===== config.mk =====
export PLATFORM = sky130hd
export DESIGN_NAME = ata_strobe_engine
export DESIGN_NICKNAME = d
export VERILOG_FILES = /design/src/rtl/ata_strobe_pkg.sv /design/src/rtl/ata_timing_snapshot.sv /design/src/rtl/ata_phase_counter.sv /design/src/rtl/ata_data_path.sv /design/src/rtl/ata_strobe_engine.sv
export SDC_FILE = /design/constraint.sdc
export NUM_CORES = 1
export LEC_CHECK = 0
export ABC_AREA = 1
export BUFFER_PORTS_ARGS = -buffer_cell sky130_fd_sc_hd__buf_2
export CAP_MARGIN = 15
export CORE_MARGIN = 3
export CORE_UTILIZATION = 46
export DETAILED_ROUTE_END_ITERATION = 10
export PLACE_DENSITY = 0.74
export SLEW_MARGIN = 20
export SYNTH_ARGS = -nofsm -noshare
export SYNTH_HDL_FRONTEND = slang
export SYNTH_SLANG_ARGS = --single-unit

===== constraint.sdc =====
create_clock -name clk -period 5.9 [get_ports clk]
set_input_delay 0.885 -clock clk [delete_from_list [all_inputs] [get_ports clk]]
set_output_delay 0.885 -clock clk [all_outputs]
set_load 0.01 [all_outputs]

===== src/rtl/ata_strobe_pkg.sv =====
package ata_strobe_pkg;

   typedef enum logic [1:0] {
      PH_IDLE    = 2'd0,
      PH_SETUP   = 2'd1,
      PH_ACTIVE  = 2'd2,
      PH_RECOVER = 2'd3
   } phase_e;

   localparam int FIELD_SETUP   = 0;
   localparam int FIELD_ACTIVE  = 1;
   localparam int FIELD_RECOVER = 2;
   localparam int NUM_FIELDS    = 3;

endpackage


===== src/rtl/ata_timing_snapshot.sv =====
module ata_timing_snapshot #(
   parameter int CW = 8,
   parameter int NF = 3
) (
   input  logic           clk,
   input  logic           rst_n,
   input  logic           load,
   input  logic [NF*CW-1:0] raw,
   output logic [NF*CW-1:0] live,
   output logic [NF*CW-1:0] held
);

   localparam logic [CW-1:0] ONE = {{(CW-1){1'b0}}, 1'b1};

   for (genvar f = 0; f < NF; f++) begin : g_field
      logic [CW-1:0] raw_f;
      logic [CW-1:0] live_f;
      logic [CW-1:0] held_q;

      assign raw_f  = raw[f*CW +: CW];
      assign live_f = (raw_f == '0) ? ONE : raw_f;

      always_ff @(posedge clk or negedge rst_n) begin
         if (!rst_n)    held_q <= ONE;
         else if (load) held_q <= live_f;
      end

      assign live[f*CW +: CW] = live_f;
      assign held[f*CW +: CW] = held_q;

      AST_HELD_NONZERO: assert property (@(posedge clk) disable iff (!rst_n)
         held_q != '0);
   end

endmodule


===== src/rtl/ata_phase_counter.sv =====
module ata_phase_counter #(
   parameter int CW = 8
) (
   input  logic          clk,
   input  logic          rst_n,
   input  logic          load,
   input  logic [CW-1:0] load_val,
   input  logic          run,
   output logic          last
);

   localparam logic [CW-1:0] ONE = {{(CW-1){1'b0}}, 1'b1};

   logic [CW-1:0] cnt_q;

   always_ff @(posedge clk or negedge rst_n) begin
      if (!rst_n)                cnt_q <= ONE;
      else if (load)             cnt_q <= load_val;
      else if (run && cnt_q > ONE) cnt_q <= cnt_q - ONE;
   end

   assign last = (cnt_q == ONE);

   AST_CNT_NONZERO: assert property (@(posedge clk) disable iff (!rst_n)
      run |-> (cnt_q != '0));

endmodule


===== src/rtl/ata_data_path.sv =====
module ata_data_path #(
   parameter int DW = 16
) (
   input  logic          clk,
   input  logic          rst_n,
   input  logic          launch,
   input  logic [DW-1:0] wr_word,
   input  logic          capture,
   input  logic [DW-1:0] bus_in,
   input  logic          oe_set,
   input  logic          oe_clr,
   output logic [DW-1:0] bus_out,
   output logic          bus_oe,
   output logic [DW-1:0] rd_word
);

   always_ff @(posedge clk or negedge rst_n) begin
      if (!rst_n) begin
         bus_out <= '0;
         rd_word <= '0;
         bus_oe  <= 1'b0;
      end else begin
         if (launch)  bus_out <= wr_word;
         if (capture) rd_word <= bus_in;
         if (oe_set)      bus_oe <= 1'b1;
         else if (oe_clr) bus_oe <= 1'b0;
      end
   end

   AST_NO_SET_CLR: assert property (@(posedge clk) disable iff (!rst_n)
      !(oe_set && oe_clr));

endmodule


===== src/rtl/ata_strobe_engine.sv =====
module ata_strobe_engine
   import ata_strobe_pkg::*;
#(
   parameter int CW     = 8,
   parameter int DW     = 16,
   parameter bit DMA_EN = 1'b1
) (
   input  logic          clk,
   input  logic          rst_n,
   input  logic [CW-1:0] cfg_active,
   input  logic [CW-1:0] cfg_recover,
   input  logic [CW-1:0] cfg_setup,
   input  logic          xfer_req,
   input  logic          xfer_write,
   input  logic          xfer_dma,
   input  logic [DW-1:0] wr_word,
   output logic          xfer_done,
   output logic [DW-1:0] rd_word,
   input  logic [DW-1:0] bus_in,
   output logic [DW-1:0] bus_out,
   output logic          bus_oe,
   output logic          wr_strobe_n,
   output logic          rd_strobe_n,
   input  logic          dma_req,
   output logic          dma_ack_n
);

   localparam int FW = NUM_FIELDS * CW;

   if (CW < 2) begin : g_bad_cw
      $error("ata_strobe_engine: CW must be at least 2");
   end
   if (DW < 1) begin : g_bad_dw
      $error("ata_strobe_engine: DW must be at least 1");
   end

   logic req_dma_ok;
   if (DMA_EN) begin : g_dma
      assign req_dma_ok = xfer_dma;
   end else begin : g_pio_only
      assign req_dma_ok = 1'b0;
   end

   phase_e        state_q, state_nxt;
   logic          is_wr_q, is_dma_q;
   logic          accept, wr_eff, dma_eff;
   logic          ph_last, cnt_load;
   logic [CW-1:0] cnt_val;
   logic [FW-1:0] cfg_raw, cfg_live, cfg_held;
   logic          launch, capture, oe_clr, done_nxt;

   assign cfg_raw = {cfg_recover, cfg_active, cfg_setup};
   assign accept  = (state_q == PH_IDLE) && xfer_req;
   assign wr_eff  = accept ? xfer_write : is_wr_q;
   assign dma_eff = accept ? req_dma_ok : is_dma_q;

   ata_timing_snapshot #(.CW(CW), .NF(NUM_FIELDS)) u_snap (
      .clk  (clk),
      .rst_n(rst_n),
      .load (accept),
      .raw  (cfg_raw),
      .live (cfg_live),
      .held (cfg_held)
   );

   ata_phase_counter #(.CW(CW)) u_cnt (
      .clk     (clk),
      .rst_n   (rst_n),
      .load    (cnt_load),
      .load_val(cnt_val),
      .run     (state_q != PH_IDLE),
      .last    (ph_last)
   );

   always_comb begin
      state_nxt = state_q;
      cnt_load  = 1'b0;
      cnt_val   = cfg_held[FIELD_ACTIVE*CW +: CW];
      done_nxt  = 1'b0;
      case (state_q)
         PH_IDLE: if (accept) begin
            state_nxt = PH_SETUP;
            cnt_load  = 1'b1;
            cnt_val   = cfg_live[FIELD_SETUP*CW +: CW];
         end
         PH_SETUP: if (ph_last) begin
            state_nxt = PH_ACTIVE;
            cnt_load  = 1'b1;
            cnt_val   = cfg_held[FIELD_ACTIVE*CW +: CW];
         end
         PH_ACTIVE: if (ph_last) begin
            state_nxt = PH_RECOVER;
            cnt_load  = 1'b1;
            cnt_val   = cfg_held[FIELD_RECOVER*CW +: CW];
         end
         PH_RECOVER: if (ph_last) begin
            if (is_dma_q && dma_req) begin
               state_nxt = PH_ACTIVE;
               cnt_load  = 1'b1;
               cnt_val   = cfg_held[FIELD_ACTIVE*CW +: CW];
            end else begin
               state_nxt = PH_IDLE;
               done_nxt  = 1'b1;
            end
         end
         default: state_nxt = PH_IDLE;
      endcase
   end

   assign launch  = (state_nxt == PH_ACTIVE) && (state_q != PH_ACTIVE) && is_wr_q;
   assign capture = (state_q == PH_ACTIVE) && ph_last && !is_wr_q;
   assign oe_clr  = done_nxt;

   always_ff @(posedge clk or negedge rst_n) begin
      if (!rst_n) begin
         state_q     <= PH_IDLE;
         is_wr_q     <= 1'b0;
         is_dma_q    <= 1'b0;
         xfer_done   <= 1'b0;
         wr_strobe_n <= 1'b1;
         rd_strobe_n <= 1'b1;
         dma_ack_n   <= 1'b1;
      end else begin
         state_q     <= state_nxt;
         is_wr_q     <= wr_eff;
         is_dma_q    <= dma_eff;
         xfer_done   <= done_nxt;
         wr_strobe_n <= !((state_nxt == PH_ACTIVE) && wr_eff);
         rd_strobe_n <= !((state_nxt == PH_ACTIVE) && !wr_eff);
         dma_ack_n   <= !((state_nxt != PH_IDLE) && dma_eff);
      end
   end

   ata_data_path #(.DW(DW)) u_data (
      .clk    (clk),
      .rst_n  (rst_n),
      .launch (launch),
      .wr_word(wr_word),
      .capture(capture),
      .bus_in (bus_in),
      .oe_set (launch),
      .oe_clr (oe_clr),
      .bus_out(bus_out),
      .bus_oe (bus_oe),
      .rd_word(rd_word)
   );

   AST_ONE_STROBE: assert property (@(posedge clk) disable iff (!rst_n)
      !(!wr_strobe_n && !rd_strobe_n));

   AST_WDATA_HOLD: assert property (@(posedge clk) disable iff (!rst_n)
      (bus_oe && !$fell(wr_strobe_n)) |-> $stable(bus_out));

   AST_OE_NOT_READ: assert property (@(posedge clk) disable iff (!rst_n)
      !rd_strobe_n |-> !bus_oe);

   AST_OE_WITH_STROBE: assert property (@(posedge clk) disable iff (!rst_n)
      $rose(bus_oe) |-> $fell(wr_strobe_n));

   AST_DONE_PULSE: assert property (@(posedge clk) disable iff (!rst_n)
      xfer_done |=> !xfer_done);

   AST_STROBE_IN_ACK: assert property (@(posedge clk) disable iff (!rst_n)
      (is_dma_q && (!wr_strobe_n || !rd_strobe_n)) |-> !dma_ack_n);

endmodule


# Word-level counts from Yosys, hierarchy flattened
# Cells that the tools add are included.
word_totals:
  regBits: 65
  latchBits: 0
  ramBits: 0
  romBits: 0
  output_inout_bits: 37
  mem_count: 0
classes:
  n_addsub: 1
  mul: 0
  div_mod_pow: 0
  n_lt_le_gt_ge: 1
  eq_ne: 6
  shift: 0
  mux: 26
  bitwise: 0
  reduce_logical: 25
ops:
  columns: ["cell", "count"]
  rows:
  - ["$mux W8", 7]
  - ["$logic_not A8 Y1", 3]
  - ["$pmux W8 S3", 1]
  - ["$mux W1", 11]
  - ["$logic_and A1 B1 Y1", 10]
  - ["$mux W2", 5]
  - ["$eq A8 B1 Y1 const B", 1]
  - ["$gt A8 B1 Y1 const B", 1]
  - ["$pmux W2 S4", 1]
  - ["$reduce_bool A2 Y1", 4]
  - ["$sub A8 B1 Y8 const B", 1]
  - ["$eq A2 B2 Y1 const B", 3]
  - ["$logic_not A1 Y1", 5]
  - ["$reduce_or A2 Y1", 2]
  - ["$pmux W1 S3", 1]
  - ["$eq A2 B1 Y1 const B", 1]
  - ["$logic_not A2 Y1", 1]
  - ["$ne A2 B2 Y1 const B", 1]

# Longest topological paths before layout
# Gate-level depths: netlist of the first run.
depth:
  depth_word: 8
  ltp_mapped: 14
  depth_no_buf: 13

# Hierarchy
# From an unflattened synthesis of the first run, not the netlist that was laid out.
unflattened:
  cells_unflattened: 486
  area_unflattened_um2: 3732.3
by_module_without_submodules:
  columns: ["module", "n_inst", "cells_per_inst", "area_each_um2", "seq_area_each_um2"]
  rows:
  - ["ata_data_path", 1, 141, 1302.5, 825.8]
  - ["ata_timing_snapshot", 1, 143, 1079.8, 604.3]
  - ["ata_strobe_engine", 1, 114, 753.2, 203.9]
  - ["ata_phase_counter", 1, 88, 596.8, 201.4]

# Worst setup path after synthesis of the first run
# OpenSTA, ideal clock, no wires.
synth_timing:
  path_kind: "input port to flip-flop"
  from: "input dma_req"
  to: "register u_cnt.cnt_q[0]"
  setup_ns: 0.076
  t_arrival_ns: 1.819
  setup_slack_ns: 4.005
  path_stages: 9
  path_buffers: 0
  cell_sequence: "nand2_1 o21bai_1 nand2_1 a21oi_1 inv_2 nand2_4 nand2_1 a21oi_1 inv_1"
synth_via:
  elab_chain_len: 5
synth_rtl:
  columns: ["item", "line", "source"]
  rows:
  - ["start, declared", "ata_strobe_engine.sv:24", "input logic dma_req,"]
  - ["$logic_and A1 B1 Y1 (*)", "ata_strobe_engine.sv:97", "if (is_dma_q && dma_req) begin"]
  - ["$mux W1 (*)", "ata_strobe_engine.sv:97", null]
  - ["$mux W1 (*)", "ata_strobe_engine.sv:96", "PH_RECOVER: if (ph_last) begin"]
  - ["$pmux W1 S3 (*)", "ata_strobe_engine.sv:80", "case (state_q)"]
  - ["$mux W8 or $reduce_bool A2 Y1 (tied branches)", null, null]
  - ["end signal, assigned", "ata_phase_counter.sv:18", "else if (load) cnt_q <= load_val;"]
  - ["end signal, assigned", "ata_phase_counter.sv:19", "else if (run && cnt_q > ONE) cnt_q <= cnt_q - ONE;"]
  - ["end, declared", "ata_phase_counter.sv:14", "logic [CW-1:0] cnt_q;"]
# Mark *: on every way between the ends. The rest lies on a longest branch, timed or not.
# A chain may end at the register's enable or synchronous reset.

# Worst setup path in the final report of the first run
layout_timing:
  from: "register state_q[0]"
  to: "register u_data.bus_out[13]"
layout_via:
  elab_chain_len: 7
layout_rtl:
  columns: ["item", "line", "source"]
  rows:
  - ["start, declared", "ata_strobe_engine.sv:44", "phase_e state_q, state_nxt;"]
  - ["start signal, assigned", "ata_strobe_engine.sv:124", "state_q <= state_nxt;"]
  - ["$logic_not A2 Y1", "ata_strobe_engine.sv:53, ata_strobe_engine.sv:80", null]
  - ["$logic_and A1 B1 Y1", "ata_strobe_engine.sv:53", "assign accept = (state_q == PH_IDLE) && xfer_req;"]
  - ["$mux W2", "ata_strobe_engine.sv:81", "PH_IDLE: if (accept) begin"]
  - ["$pmux W2 S4", "ata_strobe_engine.sv:80", null]
  - ["$eq A2 B2 Y1", "ata_strobe_engine.sv:110", "assign launch = (state_nxt == PH_ACTIVE) && (state_q != PH_ACTIVE) && is_wr_q;"]
  - ["$logic_and A1 B1 Y1 (*) (2 in series)", "ata_strobe_engine.sv:110", null]
  - ["end signal, assigned", "ata_data_path.sv:23", "if (launch) bus_out <= wr_word;"]
  - ["end, declared", "ata_data_path.sv:12", "output logic [DW-1:0] bus_out,"]
# Marks and branches as above.

==> impl_metrics.env, run 1 <==
export IMPL_status="finished, final reports clean"
export IMPL_hold_buffers=0
export IMPL_min_period_ns=2.45
export IMPL_synth_cells=365
export IMPL_cts_resized=0
export IMPL_synth_top_cell_by_area="dfrtp_1"
export IMPL_rows=29
export IMPL_crit_arrival_ns=2.69
export IMPL_startpoint_type="register"
export IMPL_seq_area_frac_synth_pct=50.5
export IMPL_viasPerCell=4.98
export IMPL_postRouteAntennaNets=0
export IMPL_antenna_found_initial=0
export IMPL_fin_ws_ns=3.45
export IMPL_initial_utilization_pct=49.3
export IMPL_cts_path_max_buffers=2
export IMPL_critPathMaxFanout=29
export IMPL_rsz0062_at_grt="no"
export IMPL_num_vias=2796
export IMPL_synth_main_ff_cell="dfrtp_1"
export IMPL_dr_pass1_iters=4
export IMPL_power_density_nw_per_um2=450
export IMPL_diodes=0
export IMPL_cts_tree="built"
export IMPL_synth_cell_type_count=36
export IMPL_clk_latency_ns=0.34
export IMPL_finalCritPeriodShare_pct=41.6
export IMPL_fin_nets=532
export IMPL_synth_area_leaders="dfrtp_1 46%, nand2_1 12%, mux2_2 5.6%"
export IMPL_grt_pass1_wl_um=12800
export IMPL_die_area_um2=8080
export IMPL_core_area_um2=6570
export IMPL_setup_viol=0
export IMPL_yosysWarningCount=0
export IMPL_netlist_area_um2=3240
export IMPL_root_buffer="clkbuf_8"
export IMPL_synth_enable_flop_cells=0
export IMPL_path_class="register to register"
export IMPL_grt_max_degree=66
export IMPL_htreeDepth=3
export IMPL_dpl_hpwl_um=5500
export IMPL_fp_dieW_um=89.9
export IMPL_post_place_ws_ns=3.32
export IMPL_top_level_ports=99
export IMPL_clock_fmax_mhz=408
export IMPL_finalSetupTns_ns=0
export IMPL_postCtsSetupRepairBufs=0
export IMPL_synth_top_area_share_pct=45.6
export IMPL_drt_iter0_drc=178
export IMPL_synth_common_cells="100 x nand2_1, 59 x dfrtp_1, 38 x inv_1"
export IMPL_end_kind="register"
export IMPL_ys_async_sr_fraction_pct=100
export IMPL_port_buffers=98
export IMPL_finClkSkew_ns=0.00828
export IMPL_worstRegToRegCells=11
export IMPL_drt_total_wl_um=7630
export IMPL_area_growth_pct=23.1
export IMPL_place_congestion=0.900
export IMPL_syn_nets=434
export IMPL_synth_most_common_cell="nand2_1"
export IMPL_slew_viol_final=0
export IMPL_track_usage_pct=19.4
export IMPL_die_y_um=89.9
export IMPL_cp_data_required_time_ns=6.13
export IMPL_worstMarginPinSlew_ns=0.812
export IMPL_slew_headroom_pct=45.9
export IMPL_ys_ff_latch=65
export IMPL_grt_overflow_total=0
export IMPL_p_leak_nw=2.11
export IMPL_hold_viol=0
export IMPL_irDropWorstVdd_mv=0.226
export IMPL_cts_sinks=65
export IMPL_syn_area_per_cell_um2=8.86
export IMPL_hold_class="register to register"
export IMPL_cap_violations=0
export IMPL_cts_clk_slew_worst_paths_ns=0.08
export IMPL_layout_drive_gt1_share_pct=32.9
export IMPL_wire_per_inst_um=13.6
export IMPL_drc=0
export IMPL_grt_pass1_vias=2789
export IMPL_hold_depth=2
export IMPL_cts_buffers_inserted=9
-- cell usage in the layout, fill, tap and decap left out, drive strengths merged, types with 4 or more instances in the layout --
master  count
a21oi      13
buf       100
clkbuf     10
dfrtp      59
dfstp       6
ha          7
inv        42
mux2       16
nand2     106
nand3       8
nand4      19
nor2       25
o21ai      29
o22ai       5
xor2        4
-- cell families after synthesis --
kind of cell / share of synthesized area, %
AND/OR/NAND/NOR: 23.4
flip-flops: 50.5
buffers and inverters: 6.88
AO/OA/AOI/OAI: 9.32
multiplexers: 5.57
adder cells (fa/ha/maj): 2.71
XOR/XNOR: 1.62
-- power breakdown --
| group | leakage [nW] | switching [mW] | internal [mW] | total, mW |
|---|---|---|---|---|
| clock | 0.0929 | 0.182 | 0.197 | 0.379 |
| sequential | 0.802 | 0.104 | 0.610 | 0.713 |
| combinational | 1.21 | 0.453 | 0.248 | 0.701 |
| total | 2.11 | 0.739 | 1.05 | 1.79 |
-- state kept, by name, indices dropped and copies added (netlist names) --
signal and flops:
u_data.rd_word 16, u_data.bus_oe 1, u_cnt.cnt_q 8, wr_strobe_n 1, u_snap.g_field.held_q 16, rd_strobe_n 1, dma_ack_n 1, is_dma_q 1
u_data.bus_out 16, xfer_done 1, is_wr_q 1, state_q 2
-- worst paths after layout --
| path | from | slack (ns) | endpoint |
|---|---|---|---|
| setup / recovery | state_q[0]$_DFF_PN0_ | 3.45 | u_data.bus_out[13]$_DFFE_PN0P_ |
| min in group asynchronous | rst_n | 0.70 | u_snap.g_field[1].held_q[6]$_DFFE_PN0P_ |
| setup reg to reg | state_q[0]$_DFF_PN0_ | 3.45 | u_data.bus_out[13]$_DFFE_PN0P_ |
| hold reg to reg | u_data.bus_out[8]$_DFFE_PN0P_ | 0.47 | u_data.bus_out[8]$_DFFE_PN0P_ |
| hold / removal | u_data.bus_out[8]$_DFFE_PN0P_ | 0.47 | u_data.bus_out[8]$_DFFE_PN0P_ |
| max in group asynchronous | rst_n | 4.64 | u_cnt.cnt_q[3]$_DFFE_PN0P_ |
-- area by class of cell --
class                   count  area, um2
clock buffers              10        128
clock inverters             6       67.6
fillers                   571       2580
inverters                  41        154
multi-input cells         246       1380
flip-flops and latches     65       1630
well taps                  93        116
repair buffers            100        505
-- worst max-delay path: stages (launching register included) --
cell	delay, ns
dfrtp_1	0.47
inv_1	0.12
ha_1	0.24
nand2_1	0.07
buf_4	0.27
nand2_1	0.08
inv_1	0.09
a21oi_1	0.07
o21ai_4	0.45
nand3_4	0.28
nand2_1	0.13
nand2_1	0.06
-- stage by stage --
stage / power, mW / hold slack, ns / std cells / utilization (%) / area [um2]
global placement: 1.40 / 0.455 / 545 / 57.7 / 3790
detailed placement: 1.42 / 0.454 / 545 / 57.7 / 3790
global route: 1.94 / 0.494 / 561 / 60.7 / 3980
floorplan: 1.21 / 0.448 / 365 / - / 3240
CTS: 1.81 / 0.473 / 561 / 60.7 / 3980
finish: 1.79 / 0.470 / 561 / 60.7 / 3980
-- per-layer routing --
layer	up-vias	GRT usage [%]	wire, um
met2	83	32.1	3700
met1	1307	25.2	3490
met4	0	8.16	104
met5	-	0	0
met3	10	3.59	330
li1	1396	-	-
No activity file was read; power rests on OpenSTA's default activity.
==> run 2, diff against run 1 <==
--- a/config.mk
+++ b/config.mk
@@ -11,7 +11,7 @@
 export CORE_MARGIN = 3
 export CORE_UTILIZATION = 46
 export DETAILED_ROUTE_END_ITERATION = 10
-export PLACE_DENSITY = 0.74
+export PLACE_DENSITY = 0.77
 export SLEW_MARGIN = 20
 export SYNTH_ARGS = -nofsm -noshare
 export SYNTH_HDL_FRONTEND = slang
==> constraint.sdc (replaced) <==
create_clock -name clk -period 2.2 [get_ports clk]
set_input_delay 0.33 -clock clk [delete_from_list [all_inputs] [get_ports clk]]
set_output_delay 0.33 -clock clk [all_outputs]
set_load 0.01 [all_outputs]
==> run 2 against run 1 <==
  * Die area is the same
  * Combinational power rose to 2.9 times the previous value
  * Final cell count grew 2.5%
  * Worst hold slack worse by 0.46 ns
  * Critical path depth stayed put
  * Worst setup slack worse by 3.2 ns
  * Sequential share of layout area down 1.4 points
  * Global-route usage barely moved
  * Critical endpoint is now u_data.bus_out[2]$_DFFE_PN0P_
==> impl_metrics.env, run 2 (synthesized netlist as in run 1, its figures left out) <==
export IMPL_cts_buffers_inserted=9
export IMPL_num_vias=2893
export IMPL_drt_total_wl_um=7750
export IMPL_critical_path_max_stage_delay_ns=0.54
export IMPL_fin_nets=546
export IMPL_grt_overflow_total=0
export IMPL_worstRegToRegCells=11
export IMPL_htreeDepth=3
export IMPL_cts_sinks=65
export IMPL_path_delay_family="simple AND/OR/NAND/NOR gates"
export IMPL_path_class="register to register"
export IMPL_finalCritPeriodShare_pct=89.0
export IMPL_fp_dieW_um=89.9
export IMPL_critPathMaxFanout=20
export IMPL_utilization_pct=62.8
export IMPL_hold_ws_ns=0.00872
export IMPL_rsz0062_at_grt="no"
export IMPL_setup_viol=0
export IMPL_crit_arrival_ns=2.23
export IMPL_clock_fmax_mhz=511
export IMPL_hold_viol=0
export IMPL_irDropWorstVdd_mv=0.550
export IMPL_regArea_um2=1630
export IMPL_wire_per_inst_um=13.5
export IMPL_hold_buffers=0
export IMPL_clk_latency_ns=0.34
export IMPL_multi_input_area_um2=1390
export IMPL_finalSetupTns_ns=0
export IMPL_die_y_um=89.9
export IMPL_grt_pass1_vias=2820
export IMPL_power_density_nw_per_um2=1230
export IMPL_track_usage_pct=19.4
export IMPL_cts_path_max_buffers=2
export IMPL_finClkSkew_ns=0.00895
export IMPL_area_growth_pct=27.5
export IMPL_end_kind="register"
export IMPL_slew_headroom_pct=58.0
export IMPL_r2r_slack_ns=0.24
export IMPL_top_level_ports=99
export IMPL_cp_data_required_time_ns=2.47
export IMPL_core_area_um2=6570
export IMPL_crit_chain="ha_1, nand2_2, nor2_4, nand3_1, nand3_1, nand2_1, nand2_2, nand2_4, nand3_2, nand2_1, nand2_1"
export IMPL_place_congestion=0.840
export IMPL_cap_violations=0
export IMPL_drt_iter0_drc=134
export IMPL_final_area_um2=4130
export IMPL_drc=0
export IMPL_layout_drive_gt1_share_pct=35.1
export IMPL_dpl_cell_area_um2=3880
export IMPL_num_fill_cells=570
export IMPL_status="finished, final reports clean"
export IMPL_slew_viol_final=0
export IMPL_die_area_um2=8080
export IMPL_p_leak_nw=2.19
export IMPL_r2r_end="u_data.bus_out[2]$_DFFE_PN0P_"
export IMPL_min_period_ns=1.96
export IMPL_diodes=0
export IMPL_antenna_found_initial=0
export IMPL_cp_common_cell="nand2_1"
export IMPL_worstMarginPinSlew_ns=0.629
export IMPL_root_buffer="clkbuf_8"
export IMPL_largest_registers="u_data.bus_out: 16 flops, u_data.rd_word: 16 flops, u_snap.g_field.held_q: 16 flops"
export IMPL_final_cell_mix="100 x nand2_1, 98 x buf_2, 59 x dfrtp_1"
export IMPL_critPathSlowestCell="dfstp_2"
export IMPL_crit_buf_inv=0
export IMPL_cts_tree="built"
export IMPL_layout_commonest_cell="nand2_1"
export IMPL_port_buffers=98
export IMPL_hold_class="input port to asynchronous set/reset pin"
export IMPL_startpoint_type="register"
export IMPL_viasPerCell=5.03
export IMPL_initial_utilization_pct=49.3
export IMPL_cts_clk_slew_worst_paths_ns=0.07
export IMPL_dpl_hpwl_um=5660
export IMPL_dr_pass1_iters=4
export IMPL_p_total_mw=5.08
export IMPL_grt_max_degree=29
export IMPL_rows=29
export IMPL_crit_reg2reg_launch="u_cnt.cnt_q[0]$_DFFE_PN1P_"
export IMPL_postRouteAntennaNets=0
export IMPL_grt_pass1_wl_um=12900
## run 2: report_power, final
part	switching (mW)	total, mW	leakage (nW)	internal (mW)
Sequential	0.269	1.90	0.802	1.64
Combinational	1.26	2.06	1.28	0.800
Clock	0.475	1.11	0.106	0.638
## run 2: worst max-delay path by stage
stage / start / to / slack [ns] / cells past startpoint
detailed placement: state_q[0]$_DFF_PN0_ / u_data.bus_out[4]$_DFFE_PN0P_ / 0.12 / 10
global route: u_cnt.cnt_q[0]$_DFFE_PN1P_ / u_data.bus_out[4]$_DFFE_PN0P_ / 0.04 / 11
finish: u_cnt.cnt_q[0]$_DFFE_PN1P_ / u_data.bus_out[2]$_DFFE_PN0P_ / 0.24 / 11
floorplan: state_q[0]$_DFF_PN0_ / u_data.bus_out[0]$_DFFE_PN0P_ / 0.32 / 11
global placement: state_q[0]$_DFF_PN0_ / u_data.bus_out[11]$_DFFE_PN0P_ / 0.21 / 10
CTS: state_q[0]$_DFF_PN0_ / u_data.bus_out[4]$_DFFE_PN0P_ / 0.12 / 10
## run 2: routing by layer
layer  vias up  GRT usage (%)  part of all wire [%]
li1       1420              -                     -
met1      1358           25.3                    45
met2       101           31.8                    48
met3        14           3.59                   5.1
met4         0           8.16                   1.8
met5         -              0                     0
## run 2: what timing repair did
action,in CTS,in global routing
setup endpoints to repair,0,18
setup buffers,0,3
resized for setup,0,0
## run 2: stage by stage
stage,cells,setup WS (ns)
2_1_floorplan,365,0.322
3_3_place_gp,555,0.211
3_5_place_dp,555,0.121
4_1_cts,571,0.124
5_1_grt,575,0.0432
6_report,575,0.243
## run 2: cell type report
type,count,area share (%)
clock inverters,7,2.27
inverters,41,3.73
flip-flops and latches,65,39.6
repair buffers,113,14.9
multi-input cells,247,33.7
clock buffers,9,3.00
well taps,93,2.82
